File: src/rtl/hfd_pkg.sv
package hfd_pkg;
    typedef enum logic [2:0] {
        ST_IDLE,
        ST_NORM,
        ST_SETUP,
        ST_DIVIDE,
        ST_ROUND,
        ST_FINISH
    } hfd_state_e;

    // condition code bit positions
    localparam int CC_C = 3;
    localparam int CC_V = 2;
    localparam int CC_G = 1;
    localparam int CC_L = 0;
endpackage

File: src/rtl/hfd_norm_step.sv
// One hex-digit normalization step for an unpacked operand.
module hfd_norm_step #(
    parameter int FRAC_W = 24,
    parameter int XW     = 11
) (
    input  logic [FRAC_W-1:0]        frac_i,
    input  logic signed [XW-1:0]     exp_i,
    output logic [FRAC_W-1:0]        frac_o,
    output logic signed [XW-1:0]     exp_o,
    output logic                     norm_o
);
    always_comb begin
        norm_o = (frac_i == '0) || (frac_i[FRAC_W-1 -: 4] != 4'h0);
        if (norm_o) begin
            frac_o = frac_i;
            exp_o  = exp_i;
        end else begin
            frac_o = frac_i << 4;
            exp_o  = exp_i - XW'(1);
        end
    end
endmodule

File: src/rtl/hfd_trial_sub.sv
// Trial subtraction of the divisor from the partial remainder.
module hfd_trial_sub #(
    parameter int REM_W = 28
) (
    input  logic [REM_W-1:0] rem_i,
    input  logic [REM_W-1:0] dvs_i,
    output logic             fits_o,
    output logic [REM_W-1:0] diff_o
);
    always_comb begin
        fits_o = (rem_i >= dvs_i);
        diff_o = rem_i - dvs_i;
    end
endmodule

File: src/rtl/hfd_packer.sv
// Final rounding, carry renormalization, range check and packing.
module hfd_packer #(
    parameter int FRAC_W = 24,
    parameter int EXP_W  = 7,
    parameter int REM_W  = FRAC_W + 4,
    parameter int XW     = EXP_W + 4
) (
    input  logic                      sign_i,
    input  logic signed [XW-1:0]      exp_i,
    input  logic [FRAC_W-1:0]         quo_i,
    input  logic [REM_W-1:0]          rem_i,
    input  logic [REM_W-1:0]          dvs_i,
    input  logic                      round_i,
    output logic [EXP_W+FRAC_W:0]     word_o,
    output logic [3:0]                cc_o
);
    import hfd_pkg::*;

    localparam int EMAX = (1 << EXP_W) - 1;

    logic              bump;
    logic [FRAC_W:0]   sum;
    logic [FRAC_W-1:0] frac_f;
    logic signed [XW-1:0] exp_f;

    always_comb begin
        bump   = round_i && (rem_i >= (dvs_i << 3));
        sum    = {1'b0, quo_i} + (FRAC_W+1)'(bump);
        if (sum[FRAC_W]) begin
            frac_f = FRAC_W'(sum >> 4);
            exp_f  = exp_i + XW'(1);
        end else begin
            frac_f = sum[FRAC_W-1:0];
            exp_f  = exp_i;
        end
        cc_o = '0;
        if (exp_f > $signed(XW'(EMAX))) begin
            word_o     = {sign_i, {(EXP_W+FRAC_W){1'b1}}};
            cc_o[CC_V] = 1'b1;
            cc_o[CC_L] = sign_i;
            cc_o[CC_G] = !sign_i;
        end else if (exp_f < $signed(XW'(0)) || frac_f == '0) begin
            word_o     = '0;
            cc_o[CC_V] = (exp_f < $signed(XW'(0)));
        end else begin
            word_o     = {sign_i, exp_f[EXP_W-1:0], frac_f};
            cc_o[CC_L] = sign_i;
            cc_o[CC_G] = !sign_i;
        end
    end
endmodule

File: src/rtl/hfd_divider.sv
// Hexadecimal floating-point divider, one trial subtraction per clock.
module hfd_divider #(
    parameter int FRAC_W = 24,
    parameter int EXP_W  = 7
) (
    input  logic                   clk,
    input  logic                   rst_n,
    input  logic                   start,
    input  logic                   round_en,
    input  logic [EXP_W+FRAC_W:0]  dividend,
    input  logic [EXP_W+FRAC_W:0]  divisor,
    output logic                   busy,
    output logic                   done,
    output logic                   result_write,
    output logic [EXP_W+FRAC_W:0]  quotient,
    output logic [3:0]             cond_code
);
    import hfd_pkg::*;

    localparam int W      = EXP_W + FRAC_W + 1;
    localparam int DIGITS = FRAC_W / 4;
    localparam int REM_W  = FRAC_W + 4;
    localparam int XW     = EXP_W + 4;
    localparam int BIAS   = 1 << (EXP_W - 1);
    localparam int EMAX   = (1 << EXP_W) - 1;
    localparam int CNT_W  = $clog2(DIGITS);

    hfd_state_e state, nxt;

    // unpacked operands: index 0 dividend, 1 divisor
    logic [FRAC_W-1:0]    opf_q [2];
    logic signed [XW-1:0] ope_q [2];
    logic [1:0]           ops_q;
    logic [FRAC_W-1:0]    opf_n [2];
    logic signed [XW-1:0] ope_n [2];
    logic [1:0]           norm_ok;

    logic                 rnd_q;
    logic [REM_W-1:0]     rem_q;
    logic [REM_W-1:0]     dvs_q;
    logic [FRAC_W-1:0]    quo_q;
    logic signed [XW-1:0] qexp_q;
    logic                 qsign_q;
    logic [CNT_W-1:0]     digit_q;
    logic [W-1:0]         res_q;
    logic [3:0]           cc_q;
    logic                 wr_q;

    logic                 sub_fits;
    logic [REM_W-1:0]     sub_diff;
    logic [W-1:0]         pack_word;
    logic [3:0]           pack_cc;

    logic signed [XW-1:0] exp_raw;
    logic signed [XW-1:0] exp_adj;
    logic                 a_lt_b;
    logic                 setup_go;
    logic                 last_digit;

    for (genvar g = 0; g < 2; g++) begin : g_norm
        hfd_norm_step #(.FRAC_W(FRAC_W), .XW(XW)) u_norm (
            .frac_i (opf_q[g]),
            .exp_i  (ope_q[g]),
            .frac_o (opf_n[g]),
            .exp_o  (ope_n[g]),
            .norm_o (norm_ok[g])
        );
    end

    hfd_trial_sub #(.REM_W(REM_W)) u_sub (
        .rem_i  (rem_q),
        .dvs_i  (dvs_q),
        .fits_o (sub_fits),
        .diff_o (sub_diff)
    );

    hfd_packer #(.FRAC_W(FRAC_W), .EXP_W(EXP_W), .REM_W(REM_W), .XW(XW)) u_pack (
        .sign_i  (qsign_q),
        .exp_i   (qexp_q),
        .quo_i   (quo_q),
        .rem_i   (rem_q),
        .dvs_i   (dvs_q),
        .round_i (rnd_q),
        .word_o  (pack_word),
        .cc_o    (pack_cc)
    );

    // setup classification
    always_comb begin
        exp_raw    = ope_q[0] - ope_q[1] + $signed(XW'(BIAS));
        a_lt_b     = (opf_q[0] < opf_q[1]);
        exp_adj    = a_lt_b ? exp_raw : exp_raw + XW'(1);
        setup_go   = (opf_q[1] != '0) && (opf_q[0] != '0) &&
                     (exp_raw >= $signed(XW'(0))) &&
                     (exp_adj <= $signed(XW'(EMAX)));
        last_digit = (digit_q == CNT_W'(DIGITS - 1));
    end

    // state register
    always_ff @(posedge clk or negedge rst_n) begin
        if (!rst_n) state <= ST_IDLE;
        else        state <= nxt;
    end

    // next state
    always_comb begin
        nxt = state;
        unique case (state)
            ST_IDLE:   if (start) nxt = ST_NORM;
            ST_NORM:   if (&norm_ok) nxt = ST_SETUP;
            ST_SETUP:  nxt = setup_go ? ST_DIVIDE : ST_FINISH;
            ST_DIVIDE: if (!sub_fits && last_digit) nxt = ST_ROUND;
            ST_ROUND:  nxt = ST_FINISH;
            ST_FINISH: nxt = ST_IDLE;
            default:   nxt = ST_IDLE;
        endcase
    end

    // datapath
    always_ff @(posedge clk or negedge rst_n) begin
        if (!rst_n) begin
            for (int i = 0; i < 2; i++) begin
                opf_q[i] <= '0;
                ope_q[i] <= '0;
            end
            ops_q   <= '0;
            rnd_q   <= 1'b0;
            rem_q   <= '0;
            dvs_q   <= '0;
            quo_q   <= '0;
            qexp_q  <= '0;
            qsign_q <= 1'b0;
            digit_q <= '0;
            res_q   <= '0;
            cc_q    <= '0;
            wr_q    <= 1'b0;
        end else begin
            unique case (state)
                ST_IDLE: begin
                    if (start) begin
                        opf_q[0] <= dividend[FRAC_W-1:0];
                        opf_q[1] <= divisor[FRAC_W-1:0];
                        ope_q[0] <= $signed({{(XW-EXP_W){1'b0}}, dividend[FRAC_W +: EXP_W]});
                        ope_q[1] <= $signed({{(XW-EXP_W){1'b0}}, divisor[FRAC_W +: EXP_W]});
                        ops_q    <= {divisor[W-1], dividend[W-1]};
                        rnd_q    <= round_en;
                    end
                end
                ST_NORM: begin
                    for (int i = 0; i < 2; i++) begin
                        opf_q[i] <= opf_n[i];
                        ope_q[i] <= ope_n[i];
                    end
                end
                ST_SETUP: begin
                    qsign_q <= ops_q[0] ^ ops_q[1];
                    if (opf_q[1] == '0) begin
                        cc_q <= 4'b1100;
                        wr_q <= 1'b0;
                    end else if (opf_q[0] == '0) begin
                        res_q <= '0;
                        cc_q  <= 4'b0000;
                        wr_q  <= 1'b1;
                    end else if (exp_raw < $signed(XW'(0))) begin
                        res_q <= '0;
                        cc_q  <= 4'b0100;
                        wr_q  <= 1'b1;
                    end else if (exp_adj > $signed(XW'(EMAX))) begin
                        res_q <= {ops_q[0] ^ ops_q[1], {(W-1){1'b1}}};
                        cc_q  <= (ops_q[0] ^ ops_q[1]) ? 4'b0101 : 4'b0110;
                        wr_q  <= 1'b1;
                    end else begin
                        rem_q   <= a_lt_b ? {opf_q[0], 4'h0} : {4'h0, opf_q[0]};
                        dvs_q   <= {4'h0, opf_q[1]};
                        qexp_q  <= exp_adj;
                        quo_q   <= '0;
                        digit_q <= '0;
                    end
                end
                ST_DIVIDE: begin
                    if (sub_fits) begin
                        rem_q <= sub_diff;
                        quo_q <= quo_q + FRAC_W'(1);
                    end else begin
                        rem_q <= rem_q << 4;
                        if (!last_digit) begin
                            digit_q <= digit_q + CNT_W'(1);
                            quo_q   <= quo_q << 4;
                        end
                    end
                end
                ST_ROUND: begin
                    res_q <= pack_word;
                    cc_q  <= pack_cc;
                    wr_q  <= 1'b1;
                end
                ST_FINISH: begin
                end
                default: begin
                end
            endcase
        end
    end

    // outputs
    always_comb begin
        busy         = (state != ST_IDLE);
        done         = (state == ST_FINISH);
        result_write = done && wr_q;
        quotient     = res_q;
        cond_code    = cc_q;
    end
endmodule

File: config.mk
export PLATFORM = sky130hd
export DESIGN_NAME = hfd_divider
export DESIGN_NICKNAME = d
export VERILOG_FILES = /design/src/rtl/hfd_pkg.sv /design/src/rtl/hfd_norm_step.sv /design/src/rtl/hfd_trial_sub.sv /design/src/rtl/hfd_packer.sv /design/src/rtl/hfd_divider.sv
export SDC_FILE = /design/constraint.sdc
export NUM_CORES = 1
export LEC_CHECK = 0
export BUFFER_PORTS_ARGS = -buffer_cell sky130_fd_sc_hd__buf_2
export CAP_MARGIN = 10
export CORE_ASPECT_RATIO = 1.4
export CORE_MARGIN = 3
export CORE_UTILIZATION = 65
export DETAILED_ROUTE_END_ITERATION = 12
export PLACE_DENSITY = 0.85
export SLEW_MARGIN = 20
export SYNTH_ARGS = -nofsm -noshare
export SYNTH_HDL_FRONTEND = slang
export SYNTH_SLANG_ARGS = --single-unit
File: constraint.sdc
create_clock -name clk -period 8.4 [get_ports clk]
set_input_delay 2.52 -clock clk [delete_from_list [all_inputs] [get_ports clk]]
set_output_delay 2.52 -clock clk [all_outputs]
set_load 0.02 [all_outputs]
---- Word level (Yosys, flattened, before mapping) ----
Cells that the tools add are included.
storage, ports and cells
  output and inout bits ................... 39
  input bits .............................. 68
  ROM bits ................................ 0
  bits in registers ....................... 204
  memories ................................ 0
  word-level logic and storage cells ...... 152
  RAM bits ................................ 0
  latch bits .............................. 0
cells by class
  add/sub/neg operators ................... 10
  order comparisons ....................... 9
  bitwise logic cells ..................... 5
  mux-type cells .......................... 58
  reduce and logical (&&, ||, !) cells .... 34
  $mul .................................... 0
  div/mod/pow operators ................... 0
  shift-type cells ........................ 0
  eq/ne operators ......................... 20
operator list
  cell                     count
  $mux W24                 9
  $mux W32                 6
  $mux W28                 6
  $pmux W48 S2             1
  $logic_not A24 Y1        3
  $pmux W32 S2             1
  $pmux W28 S2             1
  $mux W48                 1
  $pmux W24 S2             1
  $reduce_bool A24 Y1      2
  $mux W11                 4
  $pmux W22 S2             1
  $mux W3                  11
  $ge A28 B24 Y1           1
  $ge A28 B27 Y1           1
  $sub A28 B24 Y28         1
  $add A24 B1 Y25          1
  $add A24 B1 Y24 const B  1
  $lt A24 B24 Y1           1
  $add A11 B2 Y11 const B  2
  $gt A11 B8 Y1 const B    2
  $lt A11 B1 Y1 const B    2
  $mux W22                 1
  $ne A2 B2 Y1 const B     11
  other kinds (33)         65

---- Longest topological paths before layout ----
  depth in word-level cells ............... 10
  depth in mapped cells ................... 23
  mapped depth without buffers ............ 22

---- By module ----
From an unflattened synthesis, not the netlist that was laid out.
unflattened totals
  cell total of the unflattened synthesis .. 1843
  area, all modules ....................... 16255.6 um^2
by module, submodules not included
  module         sequential area each (um^2)  area an instance (um^2)  instances  cells an instance
  hfd_divider    5104.9                       11267.1                  1          1174
  hfd_packer     0.0                          1903.1                   1          278
  hfd_trial_sub  0.0                          1756.7                   1          253
  hfd_norm_step  0.0                          664.4                    2          69

---- Worst setup path before layout ----
No wires, ideal clock.
  path type ............................... flip-flop to flip-flop
  start point ............................. reg rem_q[3]
  end point ............................... reg res_q[31] (netlist: quotient[31])
  data required time ...................... 8.274 ns
  stages on the path, launching flop included .. 23
  setup slack ............................. 3.681 ns
  buffers on the path ..................... 0
  data arrival time ....................... 4.593 ns
  library setup time ...................... 0.126 ns
  period minus slack after synthesis ...... 4.719 ns
  path through ............................ dfrtp_1 -> inv_1 -> ha_1 -> or4b_2 -> a21oi_1 -> a211o_1 -> a21oi_1 -> o21ai_0 -> a31oi_1 -> a211oi_1 -> o31ai_1 -> a21oi_1 -> ha_1 -> ha_1 -> inv_1 -> nor4_1 -> nand4_1 -> o311ai_0 -> o2111ai_1 -> or4_1 -> o21ai_2 -> o211ai_1 -> a221o_1
on the way
  longest elaborated chain between the ends .. 9
  elaborated cells on any way between the ends .. 12
  classes of those cells .................. add/sub (1); order compare (3); mux (5); reduce/logical (3)
ends and longest elaborated chain
  item                                                RTL line            RTL
  start: declaration                                  hfd_divider.sv:39   logic [REM_W-1:0] rem_q;
  start signal: assignment                            hfd_divider.sv:173  rem_q <= a_lt_b ? {opf_q[0], 4'h0} : {4'h0, opf_q[0]};
  start signal: assignment                            hfd_divider.sv:182  rem_q <= sub_diff;
  start signal: assignment                            hfd_divider.sv:185  rem_q <= rem_q << 4;
  $ge A28 B27 Y1 *                                    hfd_packer.sv:27    bump = round_i && (rem_i >= (dvs_i << 3));
  $logic_and A1 B1 Y1 *                               hfd_packer.sv:27
  $add A24 B1 Y25 *                                   hfd_packer.sv:28    sum = {1'b0, quo_i} + (FRAC_W+1)'(bump);
  $mux W11 or $mux W24 (tied branches)                hfd_packer.sv:29    if (sum[FRAC_W]) begin
  $lt A11 B1 Y1 or $logic_not A24 Y1 (tied branches)  hfd_packer.sv:42    end else if (exp_f < $signed(XW'(0)) || frac_f == '0) begin
  $logic_or A1 B1 Y1                                  hfd_packer.sv:42
  $mux W32                                            hfd_packer.sv:42
  $mux W32 *                                          hfd_packer.sv:37    if (exp_f > $signed(XW'(EMAX))) begin
  $pmux W32 S2 *                                      hfd_divider.sv:138  unique case (state)
  end signal: assignment                              hfd_divider.sv:169  res_q <= {ops_q[0] ^ ops_q[1], {(W-1){1'b1}}};
  end signal: assignment                              hfd_divider.sv:193  res_q <= pack_word;
  end: declaration                                    hfd_divider.sv:45   logic [W-1:0] res_q;
Every way passes the cells marked *; elsewhere a longest branch is shown, timed or not.
A chain may end at the register's enable or synchronous reset.

---- Worst setup path after layout ----
Same ends and word-level chain as after synthesis.

==> impl_metrics.env <==
export IMPL_status="finished, final reports clean"
export IMPL_relSlewSlack_pct=27.06
export IMPL_grt_max_degree=82
export IMPL_synth_top_area_cell="dfrtp_1"
export IMPL_overflow=0
export IMPL_maxCapViolations=0
export IMPL_chipHeight_um=182.1
export IMPL_fin_crit_ns=5.779
export IMPL_dr_total_vias=13780
export IMPL_syn_nets=1906
export IMPL_crit_chain="inv_1 -> ha_1 -> or4b_2 -> a21oi_1 -> a211o_1 -> a21oi_1 -> o21ai_0 -> a31oi_1 -> a211oi_1 -> o31ai_1 -> a21oi_1 -> ha_1 -> ha_1 -> inv_1 -> nor4_1 -> nand4_1 -> o311ai_0 -> o2111ai_1 -> or4_1 -> o21ai_2 -> buf_4 -> o211ai_1 -> a221o_1"
export IMPL_start_kind="register"
export IMPL_ys_warn_count=0
export IMPL_hold_class="reg -> reg"
export IMPL_grt_pass1_vias=13770
export IMPL_start_util_pct=66.94
export IMPL_die_w_um=131.8
export IMPL_peakVddDrop_uv=139.1
export IMPL_syn_inst=1737
export IMPL_leakage_nw=7.320
export IMPL_cts_made_buffers=22
export IMPL_dpl_hpwl_um=30970
export IMPL_critPathKind="reg -> reg"
export IMPL_critPathRequiredTime_ns=8.81
export IMPL_grt_pass1_wl_um=70180
export IMPL_tightest_slew_ns=1.093
export IMPL_slowest_stage="nor4_1"
export IMPL_antenna_found_initial=0
export IMPL_clk_latency_ns=0.53
export IMPL_gp_congestion=0.9913
export IMPL_ys_ff_latch=204
export IMPL_hold_viol_final=0
export IMPL_core_mm2=0.02152
export IMPL_post_route_util_pct=73.86
export IMPL_cts_tree="yes"
export IMPL_io_pins=107
export IMPL_path_max_fanout=34
export IMPL_netlist_area_leader_share_pct=35.44
export IMPL_multi_input_area_mm2=0.008571
export IMPL_dr_first_iter_drc_count=1203
export IMPL_area_sequential_mm2=0.005105
export IMPL_cp_slowest_stage_delay_ns=0.59
export IMPL_end_kind="register"
export IMPL_drt_antenna_violating_nets=0
export IMPL_slew_viol_final=0
export IMPL_fp_row_count=63
export IMPL_cts_sinks=204
export IMPL_final_cell_mix="nand2_1 (228), dfrtp_1 (204), nor2_1 (136)"
export IMPL_htreeDepth=1
export IMPL_cts_root_buf="clkbuf_16"
export IMPL_synth_area_leaders="dfrtp_1 (35%), ha_1 (8.6%), nand2_1 (6.0%)"
export IMPL_fin_crit_sh_pct=68.80
export IMPL_netlist_area_mm2=0.01441
export IMPL_track_usage_pct=35.53
export IMPL_synth_edf_count=0
export IMPL_ys_seq_area_share_pct=35.44
export IMPL_drc=0
export IMPL_routed_wirelength_um=43480
export IMPL_fin_tns_setup_ns=0
export IMPL_syn2layout_area_growth_pct=10.34
export IMPL_viasPerCell=6.605
export IMPL_synth_distinct_cells=75
export IMPL_finalSetupViolCount=0
export IMPL_finalNonFillerCells=2086
export IMPL_drtPass1Iterations=6
export IMPL_synth_main_ff_cell="dfrtp_1"
export IMPL_final_common_cell="nand2_1"
export IMPL_clkTransAtPathRegs_ns=0.06
export IMPL_cts_hold_repair_buffers=0
export IMPL_crit_arrival_ns=6.19
export IMPL_skew_ns=0.01941
export IMPL_fin_nets=1950
export IMPL_power_density_mw_per_mm2=131.8
export IMPL_io_buffers=106
export IMPL_p_total_mw=2.095
export IMPL_cts_resized=0
export IMPL_die_area_mm2=0.02401
export IMPL_fmax_mhz=173.0
export IMPL_hold_ws_ns=0.4982
export IMPL_async_flop_share_pct=100.0
export IMPL_drive_gt1_share_pct=11.65
export IMPL_rsz0062_at_grt="false"
export IMPL_synth_area_per_cell_um2=8.293
export IMPL_cts_path_max_buffers=3
export IMPL_dp_cells=2048
export IMPL_n_antenna_cell=0
export IMPL_fillers=1662
export IMPL_drt_wirelength_per_cell_um=20.84
export IMPL_post_cts_setup_buffers=0
==> registers in the layout, summed over array words and instances (netlist names) <==
register and flops:
qsign_q 1, rem_q 28, dvs_q 24, opf_q 48
quo_q 24, qexp_q 11, quotient 32, state 3
ops_q 2, wr_q 1, ope_q 22, cond_code 4
rnd_q 1, digit_q 3
==> critical path: cells and delay by family (launching register included) <==
kind	cells	cell delay [ns]
fa+ha+maj	3	0.83
simple gates	4	1.74
compound gates	13	2.17
buf+inv	3	0.54
flops	1	0.38
==> layout make-up <==
type / instances / share of cell area (%)
clock inverter: 6 / 0.8895
tap: 292 / 2.298
timing repair buffer: 125 / 4.416
multi-input combinational: 1333 / 53.92
sequential: 204 / 32.12
inverter: 95 / 2.243
clock buffer: 31 / 4.117
==> metal layers <==
layer  global-route usage (%)  part of all wire (%)  wire [um]
met5                        0                     0          0
met1                    41.75                    38      16310
met2                    62.18                    49      21310
met3                    3.971                   6.6       2853
met4                    22.11                   6.9       3002
==> cells in the mapped netlist (20+ instances only) <==
cell / instances
nor2_1: 137
a21oi_1: 91
a21o_1: 56
buf_2: 20
xor2_1: 30
nor4_1: 29
nand3_1: 56
nand2_1: 229
o22ai_1: 20
xnor2_1: 41
a211oi_1: 21
nor3_1: 43
dfrtp_1: 204
a31oi_1: 54
clkbuf_1: 78
ha_1: 99
a2bb2oi_1: 31
nand4_1: 21
inv_1: 95
o21ai_0: 119
==> path summary, 6_finish.rpt <==
path	start	end	slack, ns	cells after the start
min in group asynchronous	rst_n	quotient[21]	2.05	1
worst max register to register	rem_q[3]	quotient[31]	2.62	23
max in group asynchronous	rst_n	ope_q[11]	4.99	2
worst min-delay path	ops_q[0]	ops_q[0]	0.50	2
worst min register to register	ops_q[0]	ops_q[0]	0.50	2
worst max-delay path	rem_q[3]	quotient[31]	2.62	23
==> cells by family (layout without fill, tap and decap cells) <==
group	count (synthesis)	after routing	synth area share, %
and+or+nand+nor	605	605	19.49
AOI/OAI and AO/OA	523	523	23.96
adders and majority gates	101	101	8.877
DFF	204	204	35.44
muxes	33	33	2.449
xor gates and xnor gates	71	71	4.317
buffers and inverters	200	257	5.463
==> where the power goes <==
group	internal, mW	switching [mW]	total [mW]
combinational	0.0144	0.0291	0.0435
sequential	0.983	0	0.983
clock	0.663	0.406	1.07
==> metrics by stage <==
stage	setup slack (ns)	instance area, um2
5_1_grt	2.140	15900
3_5_place_dp	2.740	15070
4_1_cts	2.718	15870
2_1_floorplan	3.681	14410
6_report	2.621	15900
3_3_place_gp	2.846	15070
(Power assumes the default switching activity.)
